[src/rtl/dsh_pkg.sv]
package dsh_pkg;
   typedef enum logic [1:0] {RATE_CTRL, RATE_BULK, RATE_READ} rate_kind_t;
   typedef enum logic [2:0] {ST_IDLE, ST_CMD, ST_PAR, ST_RDB, ST_FIN} host_st_t;
   localparam logic [7:0] OP_GET_IDENT  = 8'h04;
   localparam logic [7:0] OP_GET_STATUS = 8'h09;
endpackage

[src/rtl/dsh_rate_pick.sv]
module dsh_rate_pick import dsh_pkg::*; #(
   parameter int DIV_W    = 8,
   parameter int CTRL_MIN = 7,
   parameter int READ_MIN = 32
) (
   input  logic [DIV_W-1:0] rate_div,
   input  rate_kind_t       kind,
   output logic [DIV_W:0]   half_per
);
   localparam int EW = DIV_W + 1;

   logic [EW-1:0] base, dbl, ctrl_v, read_v;

   if (CTRL_MIN >= 2**EW || READ_MIN >= 2**EW) begin : g_range
      $error("divider width too small for the rate floors");
   end

   assign base = (rate_div == '0) ? EW'(1) : {1'b0, rate_div};
   assign dbl  = base << 1;

   if (CTRL_MIN > 1) begin : g_ctrl_cap
      assign ctrl_v = (base < EW'(CTRL_MIN)) ? EW'(CTRL_MIN) : base;
   end else begin : g_ctrl_free
      assign ctrl_v = base;
   end

   if (READ_MIN > 1) begin : g_read_cap
      assign read_v = (dbl < EW'(READ_MIN)) ? EW'(READ_MIN) : dbl;
   end else begin : g_read_free
      assign read_v = dbl;
   end

   always_comb begin
      unique case (kind)
         RATE_BULK: half_per = base;
         RATE_READ: half_per = read_v;
         default:   half_per = ctrl_v;
      endcase
   end
endmodule

[src/rtl/dsh_byte_shift.sv]
module dsh_byte_shift #(
   parameter int HW = 9
) (
   input  logic          clk,
   input  logic          rst_n,
   input  logic          start,
   input  logic [HW-1:0] half,
   input  logic [7:0]    tx,
   input  logic          miso,
   output logic          sclk,
   output logic          mosi,
   output logic          busy,
   output logic          done,
   output logic [7:0]    rx
);
   logic [HW-1:0] cnt, half_q;
   logic [2:0]    bitn;
   logic [7:0]    sh;

   assign mosi = sh[7];

   always_ff @(posedge clk or negedge rst_n) begin
      if (!rst_n) begin
         cnt <= '0; half_q <= '0; bitn <= '0; sh <= '0; rx <= '0;
         sclk <= 1'b0; busy <= 1'b0; done <= 1'b0;
      end else begin
         done <= 1'b0;
         if (start) begin
            busy   <= 1'b1;
            sh     <= tx;
            half_q <= half;
            cnt    <= half - HW'(1);
            bitn   <= '0;
            sclk   <= 1'b0;
         end else if (busy) begin
            if (cnt != '0) begin
               cnt <= cnt - HW'(1);
            end else begin
               cnt <= half_q - HW'(1);
               if (!sclk) begin
                  sclk <= 1'b1;
                  rx   <= {rx[6:0], miso};
               end else begin
                  sclk <= 1'b0;
                  if (bitn == 3'd7) begin
                     busy <= 1'b0;
                     done <= 1'b1;
                  end else begin
                     bitn <= bitn + 3'd1;
                     sh   <= {sh[6:0], 1'b0};
                  end
               end
            end
         end
      end
   end

   assert_sclk_idle_R7: assert property (@(posedge clk) disable iff (!rst_n)
      !busy |-> !sclk);
   assert_mosi_hold_R7: assert property (@(posedge clk) disable iff (!rst_n)
      (sclk && $past(sclk)) |-> $stable(mosi));
endmodule

[src/rtl/dsh_rx_align.sv]
module dsh_rx_align (
   input  logic       clk,
   input  logic       rst_n,
   input  logic       clear,
   input  logic       shift_en,
   input  logic [7:0] byte_in,
   input  logic       byte_vld,
   output logic [7:0] out,
   output logic       out_vld
);
   logic       have;
   logic [7:0] prev;

   always_ff @(posedge clk or negedge rst_n) begin
      if (!rst_n) begin
         have <= 1'b0; prev <= '0; out <= '0; out_vld <= 1'b0;
      end else begin
         out_vld <= 1'b0;
         if (clear) begin
            have <= 1'b0;
         end else if (byte_vld) begin
            prev <= byte_in;
            if (!shift_en) begin
               out     <= byte_in;
               out_vld <= 1'b1;
            end else if (!have) begin
               have <= 1'b1;
            end else begin
               out     <= {prev[6:0], byte_in[7]};
               out_vld <= 1'b1;
            end
         end
      end
   end
endmodule

[src/rtl/dsh_spi_host.sv]
module dsh_spi_host import dsh_pkg::*; #(
   parameter int CLK_HZ   = 125_000_000,
   parameter int CTRL_HZ  = 10_000_000,
   parameter int READ_HZ  = 2_000_000,
   parameter int DIV_W    = 8,
   parameter int LEN_W    = 8,
   parameter int BULK_MAX = 64
) (
   input  logic             clk,
   input  logic             rst_n,
   input  logic             req_valid,
   input  logic [7:0]       req_cmd,
   input  logic             req_read,
   input  logic [LEN_W-1:0] req_len,
   input  logic [DIV_W-1:0] rate_div,
   input  logic [7:0]       par_data,
   output logic             par_take,
   output logic [7:0]       rd_data,
   output logic             rd_valid,
   output logic             busy,
   output logic             done,
   output logic             err,
   output logic             sclk,
   output logic             mosi,
   input  logic             miso,
   output logic             cs_n,
   output logic             dc
);
   localparam int CW       = LEN_W + 1;
   localparam int HW       = DIV_W + 1;
   localparam int CTRL_MIN = (CLK_HZ + 2*CTRL_HZ - 1) / (2*CTRL_HZ);
   localparam int READ_MIN = (CLK_HZ + 2*READ_HZ - 1) / (2*READ_HZ);

   if (LEN_W < 3 || BULK_MAX >= 2**LEN_W) begin : g_len_chk
      $error("LEN_W must hold length 4 and the bulk threshold");
   end

   host_st_t   st;
   logic [CW-1:0] cnt;
   logic       rd_q, align_q, bulk_q;
   logic       eng_start, eng_busy, eng_done, al_clear, is_idop, bad;
   logic [7:0] eng_tx, eng_rx;
   rate_kind_t kind;
   logic [HW-1:0] half;

   assign is_idop = (req_cmd == OP_GET_IDENT) || (req_cmd == OP_GET_STATUS);
   assign bad = req_read && ((req_len == '0) ||
                (is_idop && req_len != LEN_W'(3) && req_len != LEN_W'(4)));
   assign busy = (st != ST_IDLE);

   always_comb begin
      eng_start = 1'b0;
      eng_tx    = 8'h00;
      par_take  = 1'b0;
      kind      = RATE_CTRL;
      al_clear  = 1'b0;
      unique case (st)
         ST_IDLE: if (req_valid && !bad) begin
            eng_start = 1'b1;
            eng_tx    = req_cmd;
            kind      = req_read ? RATE_READ : RATE_CTRL;
         end
         ST_CMD: if (eng_done) begin
            if (rd_q) begin
               eng_start = 1'b1;
               kind      = RATE_READ;
               al_clear  = 1'b1;
            end else if (cnt != '0) begin
               eng_start = 1'b1;
               eng_tx    = par_data;
               par_take  = 1'b1;
               kind      = bulk_q ? RATE_BULK : RATE_CTRL;
            end
         end
         ST_PAR: if (eng_done && cnt != CW'(1)) begin
            eng_start = 1'b1;
            eng_tx    = par_data;
            par_take  = 1'b1;
            kind      = bulk_q ? RATE_BULK : RATE_CTRL;
         end
         ST_RDB: if (eng_done && cnt != CW'(1)) begin
            eng_start = 1'b1;
            kind      = RATE_READ;
         end
         default: ;
      endcase
   end

   always_ff @(posedge clk or negedge rst_n) begin
      if (!rst_n) begin
         st <= ST_IDLE; cnt <= '0; rd_q <= 1'b0; align_q <= 1'b0; bulk_q <= 1'b0;
         cs_n <= 1'b1; dc <= 1'b0; done <= 1'b0; err <= 1'b0;
      end else begin
         done <= 1'b0;
         err  <= 1'b0;
         unique case (st)
            ST_IDLE: if (req_valid) begin
               if (bad) begin
                  done <= 1'b1;
                  err  <= 1'b1;
               end else begin
                  st      <= ST_CMD;
                  cs_n    <= 1'b0;
                  dc      <= 1'b0;
                  rd_q    <= req_read;
                  align_q <= req_read && is_idop;
                  bulk_q  <= req_len > LEN_W'(BULK_MAX);
                  cnt     <= (req_read && is_idop) ? CW'(req_len) + CW'(1) : CW'(req_len);
               end
            end
            ST_CMD: if (eng_done) begin
               if (rd_q) st <= ST_RDB;
               else if (cnt != '0) begin
                  st <= ST_PAR;
                  dc <= 1'b1;
               end else st <= ST_FIN;
            end
            ST_PAR, ST_RDB: if (eng_done) begin
               if (cnt == CW'(1)) st <= ST_FIN;
               else cnt <= cnt - CW'(1);
            end
            ST_FIN: begin
               cs_n <= 1'b1;
               dc   <= 1'b0;
               done <= 1'b1;
               st   <= ST_IDLE;
            end
            default: st <= ST_IDLE;
         endcase
      end
   end

   dsh_rate_pick #(.DIV_W(DIV_W), .CTRL_MIN(CTRL_MIN), .READ_MIN(READ_MIN)) u_rate (
      .rate_div(rate_div), .kind(kind), .half_per(half));

   dsh_byte_shift #(.HW(HW)) u_shift (
      .clk(clk), .rst_n(rst_n), .start(eng_start), .half(half), .tx(eng_tx),
      .miso(miso), .sclk(sclk), .mosi(mosi), .busy(eng_busy), .done(eng_done),
      .rx(eng_rx));

   dsh_rx_align u_align (
      .clk(clk), .rst_n(rst_n), .clear(al_clear), .shift_en(align_q),
      .byte_in(eng_rx), .byte_vld(eng_done && st == ST_RDB),
      .out(rd_data), .out_vld(rd_valid));

   assert_dc_low_read_R4: assert property (@(posedge clk) disable iff (!rst_n)
      (st == ST_RDB) |-> !dc);
   assert_sclk_in_cs_R7: assert property (@(posedge clk) disable iff (!rst_n)
      sclk |-> !cs_n);
   assert_rd_in_cs_R4: assert property (@(posedge clk) disable iff (!rst_n)
      rd_valid |-> !cs_n);
   assert_done_cs_high_R8: assert property (@(posedge clk) disable iff (!rst_n)
      done |-> cs_n);
   assert_err_with_done_R8: assert property (@(posedge clk) disable iff (!rst_n)
      err |-> done);
   assert_reject_quiet_R6: assert property (@(posedge clk) disable iff (!rst_n)
      err |-> (cs_n && $past(cs_n)));
   assert_busy_shift_R1: assert property (@(posedge clk) disable iff (!rst_n)
      eng_busy |-> busy);
endmodule

[config.mk]
export PLATFORM = sky130hd
export DESIGN_NAME = dsh_spi_host
export DESIGN_NICKNAME = d
export VERILOG_FILES = /design/src/rtl/dsh_pkg.sv /design/src/rtl/dsh_rate_pick.sv /design/src/rtl/dsh_byte_shift.sv /design/src/rtl/dsh_rx_align.sv /design/src/rtl/dsh_spi_host.sv
export SDC_FILE = /design/constraint.sdc
export NUM_CORES = 1
export LEC_CHECK = 0
export ABC_AREA = 1
export BUFFER_PORTS_ARGS = -buffer_cell sky130_fd_sc_hd__buf_2
export CORE_MARGIN = 10
export CORE_UTILIZATION = 60
export DETAILED_ROUTE_END_ITERATION = 8
export GPL_TIMING_DRIVEN = 0
export HOLD_SLACK_MARGIN = 0.02
export MAX_ROUTING_LAYER = met4
export PLACE_DENSITY_LB_ADDON = 0.25
export RECOVER_POWER = 25
export SLEW_MARGIN = 20
export SYNTH_ARGS = -nofsm -noshare
export SYNTH_HDL_FRONTEND = slang
export SYNTH_HIERARCHICAL = 1
export SYNTH_SLANG_ARGS = --single-unit
[constraint.sdc]
create_clock -name clk -period 4.97 [get_ports clk]
set_input_delay 1.2425 -clock clk [delete_from_list [all_inputs] [get_ports clk]]
set_output_delay 1.2425 -clock clk [all_outputs]
set_load 0.02 [all_outputs]
Word-level counts from Yosys, hierarchy flattened

Index checks and enable logic that the tools add are counted.

Reduce and logical (&&, ||, !) cells: 35
Muxes and demuxes: 92
$add $sub $neg: 6
Order comparisons: 3
Bitwise operators: 5
Equal/unequal tests: 24

Operators by type and width:

| kind                                                           | number |
|---|---|
| 2-to-1 mux 8 bit                                               | 13 |
| 2-to-1 mux 9 bit                                               | 10 |
| 2-to-1 mux 1 bit                                               | 42 |
| 2-to-1 mux 3 bit                                               | 12 |
| case mux 9 bit (2 select lines)                                | 2 |
| subtractor 9 x 1 -> 9 bit (second input constant)              | 4 |
| case mux 8 bit (3 select lines)                                | 1 |
| nonzero test 9 bit                                             | 2 |
| logical NOT 8 bit                                              | 2 |
| inequality test 2 bit (second input constant)                  | 7 |
| nonzero test 2 bit                                             | 6 |
| 2-to-1 mux 2 bit                                               | 5 |
| AND reduction 5 bit                                            | 2 |
| adder 8 x 1 -> 9 bit (second input constant)                   | 1 |
| == test 9 x 1 -> 1 bit (second input constant)                 | 1 |
| less-than comparator 9 x 3 -> 1 bit (second input constant)    | 1 |
| less-than comparator 9 x 6 -> 1 bit (second input constant)    | 1 |
| inequality test 9 x 1 -> 1 bit (second input constant)         | 1 |
| case mux 3 bit (3 select lines)                                | 1 |
| AND reduction 3 bit                                            | 3 |
| == test 8 x 3 -> 1 bit (second input constant)                 | 1 |
| == test 8 x 4 -> 1 bit (second input constant)                 | 1 |
| greater-than comparator 8 x 7 -> 1 bit (second input constant) | 1 |
| inequality test 2 x 1 -> 1 bit (second input constant)         | 4 |
| other kinds (21)                                               | 41 |

Word-level logic and storage cells: 186
Output and inout port bits: 17
Register bits after elaboration: 76
Bits of input ports: 37

Longest topological paths before layout

Depth after elaboration: 14
Mapped depth: 27
Gate-level depth less buffers: 27

Hierarchy

Netlist, hierarchy kept.

Modules (own cells, without submodules):

| module         | cells each | instances | sequential area each (um2) | area each (um2) |
|---|---|---|---|---|
| dsh_byte_shift | 253        | 1         | 1001.0                     | 2102.0 |
| dsh_spi_host   | 288        | 1         | 476.7                      | 1756.7 |
| dsh_rx_align   | 93         | 1         | 425.4                      | 797.0 |
| dsh_rate_pick  | 47         | 1         | 0.0                        | 241.5 |

Worst setup path before layout

OpenSTA, ideal clock, no wires.

Path kind: in2reg
Start: in req_len[0]
End: reg u_shift.cnt[8]
Path slack: 970 ps
Arrival time: 3882 ps
Stages: 25
Setup time: 117 ps
Path buffers: 0
Data required time: 4853 ps
Cell sequence: inv_1 -> ha_1 -> nand3_1 -> nand2_1 -> nand2_1 -> nand3_2 -> nand3_1 -> inv_1 -> nand2_1 -> nand2_1 -> ha_1 -> nor2_1 -> inv_1 -> nand2_1 -> nand2_1 -> nand2_1 -> a21boi_0 -> nand2_2 -> inv_2 -> ha_1 -> nand4_1 -> nor2_1 -> nand4_1 -> nand3_1 -> nand2_1

Word-level cells in the longest chain between the ends: 13
Elaborated cells between the ends (all ways): 19
Classes of those cells: 1 x add/sub; 4 x eq/ne; 6 x mux; 8 x reduce/logical

RTL lines:

| item                                                    | line                 | RTL |
|---|---|---|
| from (decl)                                             | dsh_spi_host.sv:14   | `input logic [LEN_W-1:0] req_len,` |
| inequality test 8 x 2 -> 1 bit                          | dsh_spi_host.sv:48   | `(is_idop && req_len != LEN_W'(3) && req_len != LEN_W'(4)));` |
| logical AND 1 bit (2 in series)                         | dsh_spi_host.sv:48   |  |
| logical OR 1 bit *                                      | dsh_spi_host.sv:47   | `assign bad = req_read && ((req_len == '0) \|\|` |
| logical AND 1 bit *                                     | dsh_spi_host.sv:47   |  |
| logical NOT 1 bit *                                     | dsh_spi_host.sv:58   | `ST_IDLE: if (req_valid && !bad) begin` |
| logical AND 1 bit *                                     | dsh_spi_host.sv:58   |  |
| 2-to-1 mux 2 bit *                                      | dsh_spi_host.sv:58   |  |
| case mux 2 bit (4 select lines) *                       | dsh_spi_host.sv:57   | `unique case (st)` |
| named net kind[1]                                       | dsh_spi_host.sv:43   | `rate_kind_t kind;` |
| == test 2 bit or == test 2 x 1 -> 1 bit (tied branches) | dsh_rate_pick.sv:34  | `unique case (kind)` |
| case mux 9 bit (2 select lines) *                       | dsh_rate_pick.sv:34  |  |
| named net half[0]                                       | dsh_spi_host.sv:44   | `logic [HW-1:0] half;` |
| subtractor 9 x 1 -> 9 bit *                             | dsh_byte_shift.sv:32 | `cnt <= half - HW'(1);` |
| 2-to-1 mux 9 bit *                                      | dsh_byte_shift.sv:28 | `if (start) begin` |
| to (signal assigned)                                    | dsh_byte_shift.sv:32 |  |
| to (signal assigned)                                    | dsh_byte_shift.sv:37 | `cnt <= cnt - HW'(1);` |
| to (signal assigned)                                    | dsh_byte_shift.sv:39 | `cnt <= half_q - HW'(1);` |
| to (decl)                                               | dsh_byte_shift.sv:16 | `logic [HW-1:0] cnt, half_q;` |

The timed path passes the listed nets; every way through them passes the cells marked *.
A chain may end at the register's enable or synchronous reset.

Worst setup path after layout

Same ends and word-level chain as after synthesis.

==> flow_summary_export.csv <==
group,metric,value,unit
clock_tree,cts_tree,"done",
setup_path,reg2reg_slack,0.80,ns
synthesis,synth.area.top_cells,"dfrtp_1 (38%), nand2_1 (17%), inv_1 (6.9%)",
grt,grt_usage,0.213,
finish,area_growth,13.0,%
timing,grt_setup_unrepaired,"no",
setup_path,path_buf_inv,5,
timing,period_minus_slack,4.43,ns
run,cap_violations,1,
clock_tree,cts_root_buffer,"clkbuf_8",
hold_path,hold-path-endpoint,"u_shift/half_q[8]$_DFFE_PN0P_",
setup_path,cp-start-kind,"primary input",
clock_tree,postCtsSetupRepairBufs,0,
hold_path,hold_depth,2,
pwr,ir_worst_vdd,0.000291,V
synthesis,syn_area,0.00490,mm²
grt,grt_pass1_vias,4479,
run_status,violations,"capacitance limit, slew limit",
setup_path,cp_top_family,"simple AND/OR/NAND/NOR gates",
timing,post-route-period-util,0.892,
pwr,p_per_area,425,mW/mm²
detailed_routing,wl_per_cell,14.1,µm
timing,setup_viol,0,
clock_tree,hold_buffers,0,
synthesis,async_reset_ff_frac,1.00,
floorplanning,num_rows,32,
detailed_routing,drc,0,
placed_design,io_buffers,53,
clock_tree,cts_resized,0,
synthesis,ys.flop_type,"dfrtp_1",
clock_tree,clk_pin_slew,0.09,ns
detailed_routing,ant_nets,0,
synthesis,yosys.area_share.simple,0.352,
finish,num-fill-cells,643,
clock_tree,cts_made_buffers,9,
pwr,p_leak,3.00,nW
timing,fin_setup_tns,0,ns
setup_path,cp_common_cell,"nand2_1",
placed_design,dp.final_hpwl,9.17,mm
grt,antenna_found_initial,0,
timing,fin_ws,0.536,ns
finish,final_cell_mix,"nand2_1 (227), inv_1 (90), dfrtp_1 (75)",
setup_path,slowest_delay,0.31,ns
floorplanning,die_x,110,µm
finish,regArea,0.00190,mm²
hold_path,hold_path_class,"flop to flop",
synthesis,synthXorXnorAreaFrac,0.00715,
setup_path,reg2reg_depth,21,
grt,grt_pass1_wl,20.5,mm
detailed_routing,dr.pass1.iters,5,
setup_path,r2r_end,"u_shift/cnt[8]$_DFFE_PN0P_",
setup_path,slowest_stage,"nor2_1",
synthesis,synth_compound_area_frac,0.110,
setup_path,required,5.27,ns
synthesis,postSynthAreaPerCell,7.19,µm²
clock_tree,h-tree-depth,3,
timing,timing.fmax,226,MHz
setup_path,r2r-start,"st[2]$_DFFE_PN0P_",
placed_design,dp_worst_setup_slack,0.272,ns
synthesis,ys_seq_area_frac,0.389,
floorplanning,core_area,0.00785,mm²
floorplanning,die-area,0.0122,mm²
timing,final_max_slew_viol_count,58,
synthesis,synth-edff-count,0,
synthesis,synth_top_family_by_area,"simple AND/OR/NAND/NOR gates",
finish,multiInputGateArea,0.00251,mm²
timing,worst_slew_pin_slew,2.49,ns
placed_design,place.gp.congestion,0.918,
clock_tree,insertion_delay,0.35,ns
detailed_routing,vias,4673,
synthesis,yosys.area_share.adder,0.0255,
floorplanning,start_util,0.624,
clock_tree,clockBufferDepth,2,
clock_tree,cts.sinks,76,
setup_path,critPathArrivalTime,4.73,ns
synthesis,syn_inst,681,
timing,hold_viol,0,
grt,grt_max_degree,58,
finish,finalNetCount,793,
hold_path,hp-start,"u_shift/half_q[8]$_DFFE_PN0P_",
finish,drive_gt1_frac,0.173,
grt,grt_overflow,0,
setup_path,crit_fanout,5,
synthesis,synthMuxAreaShare,0.0164,
synthesis,yosys.cell_types.count,43,
timing,skew,0.0111,ns
floorplanning,ioPinCount,54,
detailed_routing,wl,12.0,mm
detailed_routing,viasPerCell,5.48,
setup_path,critical_path_class,"primary input to flop",
detailed_routing,drt-initial-drc-count,277,
timing,max_slew_margin,-0.658,
synthesis,syn_nets,728,
synthesis,synth.top_cell.area_share,0.383,
finish,antenna-diode-count,0,
finish,final_common_cell,"nand2_1",
synthesis,synth_top_cell_by_area,"dfrtp_1",
setup_path,critPathCaptureType,"flop",
run_status,run_status,"finished, violations left",
synthesis,ys_warn_count,6,
synthesis,synth-seq-cells,76,
floorplanning,die_h,110,µm
layout make-up:
| class | count | share of cell area |
|---|---|---|
| flip-flops and latches | 76 | 0.344 |
| clock buffers | 9 | 0.0224 |
| inverters | 99 | 0.0676 |
| clock inverters | 7 | 0.0192 |
| repair buffers | 54 | 0.0500 |
| plain buffers | 14 | 0.0206 |
| multi-input cells | 492 | 0.453 |
| well taps | 102 | 0.0231 |
state kept, by name (all words and copies together) (netlist names), 3 cells and up:
signal	flops
u_shift/rx	8
u_shift/sh	8
cnt	9
u_shift/bitn	3
u_shift/half_q	9
u_align/out	8
u_align/prev	7
st	3
u_shift/cnt	9
logic make-up after synthesis:
group / Yosys count
AOI/OAI and AO/OA: 92
xor gates and xnor gates: 4
muxes: 8
and+or+nand+nor: 378
adders and majority gates: 10
DFF: 76
buffers and inverters: 113
power breakdown:
part | switching [mW] | total (mW) | internal (mW) | leakage [nW]
clock network | 0.254 | 0.545 | 0.292 | 0.116
logic | 0.618 | 0.925 | 0.307 | 1.89
registers | 0.103 | 0.879 | 0.776 | 0.995
worst register-to-register path, delay by kind of cell (launching register included):
family | cells | cell delay (ns)
and+or+nand+nor | 14 | 2.46
DFF | 1 | 0.45
adders and majority gates | 2 | 0.43
AOI/OAI and AO/OA | 2 | 0.40
buffers and inverters | 3 | 0.37
how the worst max path moves through the flow:
stage	from	end	slack, ns	cells past startpoint
2_1_floorplan	req_len[0]	u_shift/cnt[8]$_DFFE_PN0P_	0.97	25
6_report	req_len[0]	u_shift/cnt[8]$_DFFE_PN0P_	0.54	27
4_1_cts	req_len[0]	u_shift/cnt[6]$_DFFE_PN0P_	0.62	26
5_1_grt	req_len[0]	u_shift/cnt[6]$_DFFE_PN0P_	0.18	28
3_3_place_gp	req_len[0]	u_shift/cnt[8]$_DFFE_PN0P_	0.38	26
3_5_place_dp	req_len[0]	u_shift/cnt[6]$_DFFE_PN0P_	0.27	27
per-stage QoR:
| stage | std cells | instance area [µm²] | total power [mW] | hold slack [ns] | util |
|---|---|---|---|---|---|
| finish | 853 | 5530 | 2.35 | 0.470 | 0.705 |
| global route | 853 | 5530 | 2.53 | 0.513 | 0.705 |
| CTS | 853 | 5550 | 2.35 | 0.474 | 0.707 |
| detailed placement | 837 | 5320 | 1.80 | 0.454 | 0.678 |
| global placement | 836 | 5290 | 1.76 | 0.449 | 0.674 |
| floorplan | 681 | 4900 | 1.56 | 0.432 | - |
per-layer routing:
| metal | global-route usage | vias to the layer above | wire (µm) |
|---|---|---|---|
| met1 | 0.268 | 2158 | 5350 |
| met4 | 0.0716 | 0 | 201 |
| met2 | 0.332 | 181 | 5650 |
| li1 | - | 2310 | - |
| met3 | 0.0470 | 24 | 822 |
| met5 | - | - | 0 |
synth_stat cells, types with 2 or more instances:
| cell type | n |
|---|---|
| o211ai_1 | 7 |
| nand2_4 | 4 |
| a21boi_0 | 4 |
| xor2_1 | 4 |
| o21ai_0 | 38 |
| buf_8 | 2 |
| nor3_1 | 5 |
| buf_2 | 7 |
| nand2_1 | 227 |
| nor4_1 | 2 |
| o21bai_1 | 2 |
| o21ai_1 | 18 |
| nand2_2 | 9 |
| mux2i_1 | 8 |
| nand3_2 | 4 |
| nand4_1 | 15 |
| o22ai_1 | 5 |
| nor2_1 | 41 |
| nor2_2 | 6 |
| buf_6 | 4 |
| a31oi_1 | 3 |
| ha_1 | 10 |
| a21oi_1 | 7 |
| inv_2 | 8 |
| dfrtp_1 | 75 |
| nand3_1 | 53 |
| inv_1 | 90 |
| nor2_4 | 6 |
| o21ai_2 | 3 |
Power figures use the tool's default switching activity.
